**config.mk**
```make
export PLATFORM = sky130hd
export DESIGN_NAME = i2c_xfer_ctrl
export DESIGN_NICKNAME = d
export VERILOG_FILES = /design/src/rtl/i2c_xfer_pkg.sv /design/src/rtl/i2c_xfer_regs.sv /design/src/rtl/i2c_xfer_seq.sv /design/src/rtl/i2c_xfer_ctrl.sv
export SDC_FILE = /design/constraint.sdc
export NUM_CORES = 1
export LEC_CHECK = 0
export BUFFER_PORTS_ARGS = -buffer_cell sky130_fd_sc_hd__buf_4
export CAP_MARGIN = 30
export CORE_UTILIZATION = 54
export DETAILED_ROUTE_END_ITERATION = 16
export PLACE_DENSITY = 0.85
export SLEW_MARGIN = 25
export SYNTH_ARGS = -nofsm -noshare
export SYNTH_HDL_FRONTEND = slang
export SYNTH_HIERARCHICAL = 1
export SYNTH_SLANG_ARGS = --single-unit
```
**constraint.sdc**
```tcl
create_clock -name clk -period 2.7 [get_ports clk]
set_clock_uncertainty 0.15 [all_clocks]
set_input_delay 0 -clock clk [delete_from_list [all_inputs] [get_ports clk]]
set_output_delay 0 -clock clk [all_outputs]
set_load 0.01 [all_outputs]
```
**src/rtl/i2c_xfer_pkg.sv**
```systemverilog
package i2c_xfer_pkg;
  localparam int DATA_W = 8;

  localparam logic [4:0] OFS_MDATA = 5'h00;
  localparam logic [4:0] OFS_SDATA = 5'h02;
  localparam logic [4:0] OFS_LMADR = 5'h04;
  localparam logic [4:0] OFS_HMADR = 5'h05;
  localparam logic [4:0] OFS_CTRL  = 5'h06;
  localparam logic [4:0] OFS_MODE  = 5'h07;
  localparam logic [4:0] OFS_STAT  = 5'h08;
  localparam logic [4:0] OFS_XSTAT = 5'h09;
  localparam logic [4:0] OFS_LSADR = 5'h0A;
  localparam logic [4:0] OFS_HSADR = 5'h0B;
  localparam logic [4:0] OFS_CDIV  = 5'h0C;
  localparam logic [4:0] OFS_IMASK = 5'h0D;
  localparam logic [4:0] OFS_XCNT  = 5'h0E;
  localparam logic [4:0] OFS_XCTL  = 5'h0F;
  localparam logic [4:0] OFS_DCTL  = 5'h10;
  localparam logic [4:0] OFS_INTR  = 5'h11;

  localparam logic [7:0] XSTAT_RST = 8'h8F;
  localparam logic [7:0] DCTL_RST  = 8'h0F;

  localparam logic [7:0] MODE_MASK  = 8'hDF;
  localparam logic [7:0] XCNT_MASK  = 8'h77;
  localparam logic [7:0] DCTL_MASK  = 8'h07;
  localparam logic [7:0] STAT_W1C   = 8'h0A;
  localparam logic [7:0] XSTAT_W1C  = 8'h8F;

  localparam int CTL_GO   = 0;
  localparam int CTL_RD   = 1;
  localparam int PEND_LSB = 4;
  localparam int PEND_W   = 2;
  localparam int ST_PT    = 0;
  localparam int ST_ERR   = 2;
  localparam int ST_BUF   = 5;
  localparam int XS_ABORT = 0;

  typedef struct packed {
    logic setPt;
    logic clrPt;
    logic setErr;
    logic clrErr;
    logic setBuf;
    logic clrBuf;
    logic setAbort;
    logic clrExt;
    logic decPend;
    logic loadRx;
  } flagOps_t;

  typedef enum logic [3:0] {
    S_IDLE, S_STOP_REQ, S_STOP_WAIT, S_START_REQ, S_START_WAIT,
    S_SEND_REQ, S_SEND_WAIT, S_RECV_REQ, S_RECV_WAIT, S_FIN
  } seqState_t;

  typedef enum logic [1:0] {OP_WRITE, OP_RSTART, OP_RECV, OP_ADDR} opKind_t;
endpackage

```
**src/rtl/i2c_xfer_regs.sv**
```systemverilog
module i2c_xfer_regs
  import i2c_xfer_pkg::*;
#(
  parameter int ADDR_W = 5
) (
  input  logic              clk,
  input  logic              rst_n,
  input  logic              wrEn,
  input  logic [ADDR_W-1:0] addr,
  input  logic [DATA_W-1:0] wdata,
  input  flagOps_t          ops,
  input  logic [DATA_W-1:0] rxByte,
  output logic [DATA_W-1:0] regRdata,
  output logic [DATA_W-1:0] rxHold,
  output logic [DATA_W-1:0] lmadrQ,
  output logic [DATA_W-1:0] mdataQ,
  output logic [DATA_W-1:0] statusQ,
  output logic [DATA_W-1:0] extQ,
  output logic              bufFull,
  output logic              pendZero
);
  localparam int OFS_W = 5;

  logic [DATA_W-1:0] sdataQ, hmadrQ, ctrlQ, modeQ, lsadrQ, hsadrQ;
  logic [DATA_W-1:0] cdivQ, imaskQ, xcntQ, xctlQ, dctlQ, intrQ;
  logic [DATA_W-1:0] ctrlNext, statusNext, extNext;
  logic [OFS_W-1:0]  ofs;
  logic              softRst;

  assign ofs     = OFS_W'(addr);
  assign softRst = wrEn && ofs == OFS_XCTL && wdata[0];

  always_comb begin
    ctrlNext = ctrlQ;
    if (wrEn && ofs == OFS_CTRL) ctrlNext = wdata;
    if (ops.decPend)
      ctrlNext[PEND_LSB +: PEND_W] = ctrlQ[PEND_LSB +: PEND_W] - PEND_W'(1);
  end

  always_comb begin
    statusNext = statusQ;
    if (wrEn && ofs == OFS_STAT) statusNext = statusQ & ~(wdata & STAT_W1C);
    if (wrEn && ofs == OFS_CTRL && wdata[CTL_GO] && !wdata[CTL_RD])
      statusNext[ST_PT] = 1'b0;
    if (ops.clrPt)  statusNext[ST_PT]  = 1'b0;
    if (ops.setPt)  statusNext[ST_PT]  = 1'b1;
    if (ops.clrErr) statusNext[ST_ERR] = 1'b0;
    if (ops.setErr) statusNext[ST_ERR] = 1'b1;
    if (ops.clrBuf) statusNext[ST_BUF] = 1'b0;
    if (ops.setBuf) statusNext[ST_BUF] = 1'b1;
  end

  always_comb begin
    extNext = extQ;
    if (wrEn && ofs == OFS_XSTAT) extNext = extQ & ~(wdata & XSTAT_W1C);
    if (ops.clrExt)   extNext = '0;
    if (ops.setAbort) extNext[XS_ABORT] = 1'b1;
  end

  always_ff @(posedge clk) begin
    if (!rst_n || softRst) begin
      mdataQ  <= '0;
      sdataQ  <= '0;
      lmadrQ  <= '0;
      hmadrQ  <= '0;
      ctrlQ   <= '0;
      modeQ   <= '0;
      statusQ <= '0;
      extQ    <= XSTAT_RST;
      lsadrQ  <= '0;
      hsadrQ  <= '0;
      cdivQ   <= '0;
      imaskQ  <= '0;
      xcntQ   <= '0;
      xctlQ   <= '0;
      dctlQ   <= DCTL_RST;
      intrQ   <= '0;
    end else begin
      ctrlQ   <= ctrlNext;
      statusQ <= statusNext;
      extQ    <= extNext;
      if (wrEn) begin
        case (ofs)
          OFS_MDATA: mdataQ <= wdata;
          OFS_SDATA: sdataQ <= wdata;
          OFS_LMADR: lmadrQ <= wdata;
          OFS_HMADR: hmadrQ <= wdata;
          OFS_MODE:  modeQ  <= wdata & MODE_MASK;
          OFS_LSADR: lsadrQ <= wdata;
          OFS_HSADR: hsadrQ <= wdata;
          OFS_CDIV:  cdivQ  <= wdata;
          OFS_IMASK: imaskQ <= wdata;
          OFS_XCNT:  xcntQ  <= wdata & XCNT_MASK;
          OFS_XCTL:  xctlQ  <= wdata;
          OFS_DCTL:  dctlQ  <= wdata & DCTL_MASK;
          OFS_INTR:  intrQ  <= wdata;
          default: ;
        endcase
      end
    end
  end

  always_ff @(posedge clk) begin
    if (!rst_n)          rxHold <= '0;
    else if (ops.loadRx) rxHold <= rxByte;
  end

  always_comb begin
    case (ofs)
      OFS_MDATA: regRdata = '1;
      OFS_SDATA: regRdata = sdataQ;
      OFS_LMADR: regRdata = lmadrQ;
      OFS_HMADR: regRdata = hmadrQ;
      OFS_CTRL:  regRdata = ctrlQ;
      OFS_MODE:  regRdata = modeQ;
      OFS_STAT:  regRdata = statusQ;
      OFS_XSTAT: regRdata = extQ;
      OFS_LSADR: regRdata = lsadrQ;
      OFS_HSADR: regRdata = hsadrQ;
      OFS_CDIV:  regRdata = cdivQ;
      OFS_IMASK: regRdata = imaskQ;
      OFS_XCNT:  regRdata = xcntQ;
      OFS_XCTL:  regRdata = xctlQ;
      OFS_DCTL:  regRdata = dctlQ;
      OFS_INTR:  regRdata = intrQ;
      default:   regRdata = '0;
    endcase
  end

  assign bufFull  = statusQ[ST_BUF];
  assign pendZero = ctrlQ[PEND_LSB +: PEND_W] == '0;
endmodule

```
**src/rtl/i2c_xfer_seq.sv**
```systemverilog
module i2c_xfer_seq
  import i2c_xfer_pkg::*;
#(
  parameter int ADDR_W = 5
) (
  input  logic              clk,
  input  logic              rst_n,
  input  logic              cpuSel,
  input  logic              cpuWr,
  input  logic [ADDR_W-1:0] cpuAddr,
  input  logic [1:0]        ctlBits,
  input  logic              bufFull,
  input  logic              pendZero,
  input  logic              engDone,
  input  logic              engAck,
  output flagOps_t          ops,
  output logic              regWrEn,
  output logic              cpuReady,
  output logic              useRx,
  output logic              engStart,
  output logic              engRead,
  output logic              engSend,
  output logic              engRecv,
  output logic              engStop
);
  seqState_t state, stateNext;
  opKind_t   op, opNext;
  logic      busAct, busSet, busClr;
  logic      isDataWr, isRdStart, isDataRd, isAddrStop, needEng, idle;

  assign idle       = state == S_IDLE;
  assign isDataWr   = cpuWr && cpuAddr == ADDR_W'(OFS_MDATA);
  assign isRdStart  = cpuWr && cpuAddr == ADDR_W'(OFS_CTRL) && ctlBits[CTL_GO] && ctlBits[CTL_RD];
  assign isDataRd   = !cpuWr && cpuAddr == ADDR_W'(OFS_MDATA) && bufFull;
  assign isAddrStop = cpuWr && cpuAddr == ADDR_W'(OFS_LMADR) && busAct;
  assign needEng    = isDataWr || isRdStart || isDataRd || isAddrStop;

  assign regWrEn  = cpuSel && cpuWr && idle;
  assign cpuReady = (idle && !needEng) || state == S_FIN;
  assign useRx    = state == S_FIN && op == OP_RECV;

  assign engStart = state == S_START_REQ;
  assign engSend  = state == S_SEND_REQ;
  assign engRecv  = state == S_RECV_REQ;
  assign engStop  = state == S_STOP_REQ;
  assign engRead  = op != OP_WRITE;

  always_comb begin
    stateNext = state;
    opNext    = op;
    ops       = '0;
    busSet    = 1'b0;
    busClr    = 1'b0;
    case (state)
      S_IDLE: begin
        if (cpuSel && needEng) begin
          if (isDataWr) begin
            opNext    = OP_WRITE;
            stateNext = busAct ? S_SEND_REQ : S_START_REQ;
          end else if (isRdStart) begin
            opNext    = OP_RSTART;
            ops.clrPt = 1'b1;
            stateNext = busAct ? S_STOP_REQ : S_START_REQ;
          end else if (isDataRd) begin
            opNext    = OP_RECV;
            stateNext = S_RECV_REQ;
          end else begin
            opNext    = OP_ADDR;
            stateNext = S_STOP_REQ;
          end
        end
      end
      S_STOP_REQ:  stateNext = S_STOP_WAIT;
      S_STOP_WAIT: if (engDone) begin
        busClr    = 1'b1;
        stateNext = (op == OP_WRITE || op == OP_ADDR) ? S_FIN : S_START_REQ;
      end
      S_START_REQ:  stateNext = S_START_WAIT;
      S_START_WAIT: if (engDone) begin
        if (engAck) begin
          busSet     = 1'b1;
          ops.clrErr = 1'b1;
          ops.clrExt = 1'b1;
          if (op == OP_WRITE) begin
            ops.setPt = 1'b1;
            stateNext = S_SEND_REQ;
          end else begin
            ops.setBuf = 1'b1;
            stateNext  = S_FIN;
          end
        end else begin
          ops.clrPt    = 1'b1;
          ops.setErr   = 1'b1;
          ops.setAbort = 1'b1;
          stateNext    = S_FIN;
        end
      end
      S_SEND_REQ:  stateNext = S_SEND_WAIT;
      S_SEND_WAIT: if (engDone) begin
        if (engAck) stateNext = S_FIN;
        else begin
          ops.clrPt    = 1'b1;
          ops.setErr   = 1'b1;
          ops.setAbort = 1'b1;
          stateNext    = S_STOP_REQ;
        end
      end
      S_RECV_REQ:  stateNext = S_RECV_WAIT;
      S_RECV_WAIT: if (engDone) begin
        ops.loadRx = 1'b1;
        if (pendZero) begin
          ops.clrBuf = 1'b1;
          stateNext  = S_FIN;
        end else stateNext = S_STOP_REQ;
      end
      S_FIN: begin
        ops.decPend = op == OP_RECV;
        stateNext   = S_IDLE;
      end
      default: stateNext = S_IDLE;
    endcase
  end

  always_ff @(posedge clk) begin
    if (!rst_n) begin
      state  <= S_IDLE;
      op     <= OP_WRITE;
      busAct <= 1'b0;
    end else begin
      state <= stateNext;
      op    <= opNext;
      if (busSet)      busAct <= 1'b1;
      else if (busClr) busAct <= 1'b0;
    end
  end
endmodule

```
**src/rtl/i2c_xfer_ctrl.sv**
```systemverilog
module i2c_xfer_ctrl
  import i2c_xfer_pkg::*;
#(
  parameter int ADDR_W = 5
) (
  input  logic              clk,
  input  logic              rst_n,
  input  logic              cpuSel,
  input  logic              cpuWr,
  input  logic [ADDR_W-1:0] cpuAddr,
  input  logic [7:0]        cpuWdata,
  output logic [7:0]        cpuRdata,
  output logic              cpuReady,
  output logic              engStart,
  output logic [6:0]        engAddr,
  output logic              engRead,
  output logic              engSend,
  output logic [7:0]        engTxByte,
  output logic              engRecv,
  output logic              engStop,
  input  logic              engDone,
  input  logic              engAck,
  input  logic [7:0]        engRxByte
);
  flagOps_t          ops;
  logic              regWrEn, useRx, bufFull, pendZero;
  logic [DATA_W-1:0] regRdata, rxHold, lmadrQ, mdataQ, statusQ, extQ;

  i2c_xfer_seq #(.ADDR_W(ADDR_W)) u_seq (
    .clk(clk), .rst_n(rst_n), .cpuSel(cpuSel), .cpuWr(cpuWr), .cpuAddr(cpuAddr),
    .ctlBits(cpuWdata[1:0]), .bufFull(bufFull), .pendZero(pendZero),
    .engDone(engDone), .engAck(engAck), .ops(ops), .regWrEn(regWrEn),
    .cpuReady(cpuReady), .useRx(useRx), .engStart(engStart), .engRead(engRead),
    .engSend(engSend), .engRecv(engRecv), .engStop(engStop)
  );

  i2c_xfer_regs #(.ADDR_W(ADDR_W)) u_regs (
    .clk(clk), .rst_n(rst_n), .wrEn(regWrEn), .addr(cpuAddr), .wdata(cpuWdata),
    .ops(ops), .rxByte(engRxByte), .regRdata(regRdata), .rxHold(rxHold),
    .lmadrQ(lmadrQ), .mdataQ(mdataQ), .statusQ(statusQ), .extQ(extQ),
    .bufFull(bufFull), .pendZero(pendZero)
  );

  assign cpuRdata  = useRx ? rxHold : regRdata;
  assign engAddr   = lmadrQ[7:1];
  assign engTxByte = mdataQ;
endmodule

```
==> flow_summary.yaml <==
run_status:
  status: "completed"
critical_path:
  slowest_stage: "dlygate4sd3_1"
  critPathCaptureType: "flip-flop"
  crit_chain: "buf_4, nor2b_1, and3_1, mux2i_1, nor2b_1, dlygate4sd3_1"
  slowest_delay_ns: 0.56
  reg2reg_slack_ns: 0.19
  reg2reg_from: "u_seq/state[3]$_SDFFE_PN0P_"
  critPathArrivalTime_ns: 2.66
  r2r-end: "u_regs/rxHold[2]$_SDFFE_PN0P_"
  worstSetupPathType: "flip-flop to flip-flop"
  r2r_cells: 6
  required_ns: 2.85
  critPathMostFrequentCell: "nor2b_1"
  cp-start-kind: "flip-flop"
  cp_max_fo: 14
final_layout:
  fin_nets: 858
  seq_area_um2: 2603
  antenna_cells: 0
  layoutNonFillerInstCount: 984
  layout_common_cells: "dfxtp_1, nand2_1, buf_4, a21oi_1, nand3_1"
  fillCellCount: 897
  final_common_cell: "dfxtp_1"
  utilization_pct: 67.43
  synthToLayoutAreaGrowth_pct: 21.11
  final_layout_size_suffix_gt1_share_pct: 16.88
  multiInputGateArea_um2: 3417
  final_area_um2: 7732
sta:
  rsz0062_at_grt: "false"
  period_minus_slack_ns: 2.509
  fmax_mhz: 398.5
  worstMarginPinSlew_ns: 0.7381
  slew_viol_final: 0
  postLayoutSetupSlackWorst_ns: 0.1909
  setup_violations: 0
  relSlewSlack_pct: 50.61
  hold_viol: 0
  timing.final.crit_share_pct: 92.93
  fin_hold_ws_ns: 0.04281
  tns_ns: 0
min_path:
  min_to: "u_seq/op[0]$_SDFFE_PN0P_"
  worstHoldStart: "cpuWr"
  worst_hold_path_type: "input pin to flip-flop"
  holdPathStages: 4
clock_tree:
  cts_resized: 0
  cts.clk_slew.worst_paths_ns: 0.05
  htree_num_levels: 4
  clock_latency_ns: 0.41
  postCtsSetupBuffers: 0
  clockRootBuffer: "clkbuf_16"
  cts.sinks: 130
  tritoncts: "done"
  cts_buffers: 17
  clock_path_buffers: 2
synth:
  synth.avg_cell_area_um2: 8.314
  netlist_area_um2: 6385
  syn-instance-count: 768
  synth_nets: 798
  yosysWarnings: 6
die:
  dieArea_um2: 12260
  die_h_um: 110.7
  io_pins: 56
  start_util_pct: 55.68
  core-area_um2: 11470
  die_w_um: 110.7
  rows: 39
drt:
  drt_first_pass_iters: 6
  avgRoutedWirePerCell_um: 20.18
  drc_errors: 0
  final_antenna_net_count: 0
  drtIter0Drc: 1034
  wirelength_um: 19850
  vias: 6305
  viasPerCell: 6.408
place:
  portBuffers: 55
  gp_congestion: 0.9899
  placed_area_um2: 6823
  place_inst: 924
  dpl_worst_slack_ns: 0.3741
  dp_hpwl_um: 12250
grt:
  met3_usage_pct: 9.131
  grt_busiest_layer: "met2"
  grt_pass1_wl_um: 31260
  grt_pass1_vias: 5763
  use_met2_pct: 49.36
  grt_util_all_layers_pct: 32.68
  grt_max_degree: 76
  grt_antenna_before_repair: 0
  overflow: 0
  grt_util_met1_pct: 42.04
pwr:
  power_leakage_nw: 3.004
  peakVddDrop_mv: 0.6122
  power.density_nw_per_um2: 678.8
  total_power_mw: 5.249
job:
  cap_violations: 0
## layout make-up
class | instances | share of cell area (%)
inverter | 13 | 0.6311
clock buffer | 22 | 6.133
multi-input combinational | 563 | 44.19
clock inverter | 10 | 2.006
tap | 143 | 2.314
timing repair buffer | 103 | 11.07
sequential | 130 | 33.66
## worst max-delay path: cells and delay by family (launching register included)
kind | cells | cell delay, ns
flip-flops | 1 | 0.35
multiplexers | 1 | 0.29
AND/OR/NAND/NOR | 3 | 0.83
buffers and inverters | 2 | 0.77
## how the worst max path moves through the flow
| stage | startpoint | end | slack [ns] | depth (start not counted) |
|---|---|---|---|---|
| floorplan | u_seq/state[0]$_SDFFE_PN0P_ | u_regs/statusQ[1]$_SDFFE_PP0P_ | 0.21 | 9 |
| global placement | cpuAddr[3] | cpuRdata[5] | 0.46 | 8 |
| detailed placement | u_seq/state[2]$_SDFFE_PN0P_ | u_regs/lmadrQ[2]$_SDFFE_PP0P_ | 0.37 | 6 |
| CTS | u_seq/state[3]$_SDFFE_PN0P_ | u_regs/rxHold[3]$_SDFFE_PN0P_ | 0.25 | 6 |
| global route | u_seq/state[3]$_SDFFE_PN0P_ | u_regs/rxHold[2]$_SDFFE_PN0P_ | 0.05 | 6 |
| finish | u_seq/state[3]$_SDFFE_PN0P_ | u_regs/rxHold[2]$_SDFFE_PN0P_ | 0.19 | 6 |
## power breakdown
part           total (mW)  internal [mW]  switching [mW]
logic               0.819          0.307           0.513
registers            2.00           1.97          0.0319
clock network        2.43           1.61           0.822
total                5.25           3.88            1.37
## per-layer routing
layer	part of all wire [%]	wire, µm	vias up
met1	39	7718	2919
met5	0	0	-
met4	5.5	1093	0
li1	-	-	2858
met3	11	2108	103
met2	45	8932	425
## what timing repair did
item | CTS | global route
endpoints found under the hold margin | 129 | 0
endpoints found under the setup margin | 0 | 0
hold buffers | 28 | 0
## registers in the layout (all words and copies together) (netlist names)
signal / cells
u_regs/cdivQ: 8
u_regs/mdataQ: 8
u_regs/rxHold: 8
u_seq/busAct: 1
u_regs/xcntQ: 6
u_regs/intrQ: 8
u_regs/ctrlQ: 8
u_regs/dctlQ: 4
u_regs/statusQ: 5
u_regs/imaskQ: 8
u_seq/state: 4
u_regs/extQ: 5
u_regs/sdataQ: 8
u_regs/lsadrQ: 8
u_regs/hmadrQ: 8
u_regs/modeQ: 7
u_regs/lmadrQ: 8
u_regs/hsadrQ: 8
u_regs/xctlQ: 8
u_seq/op: 2
(Power assumes the default switching activity.)
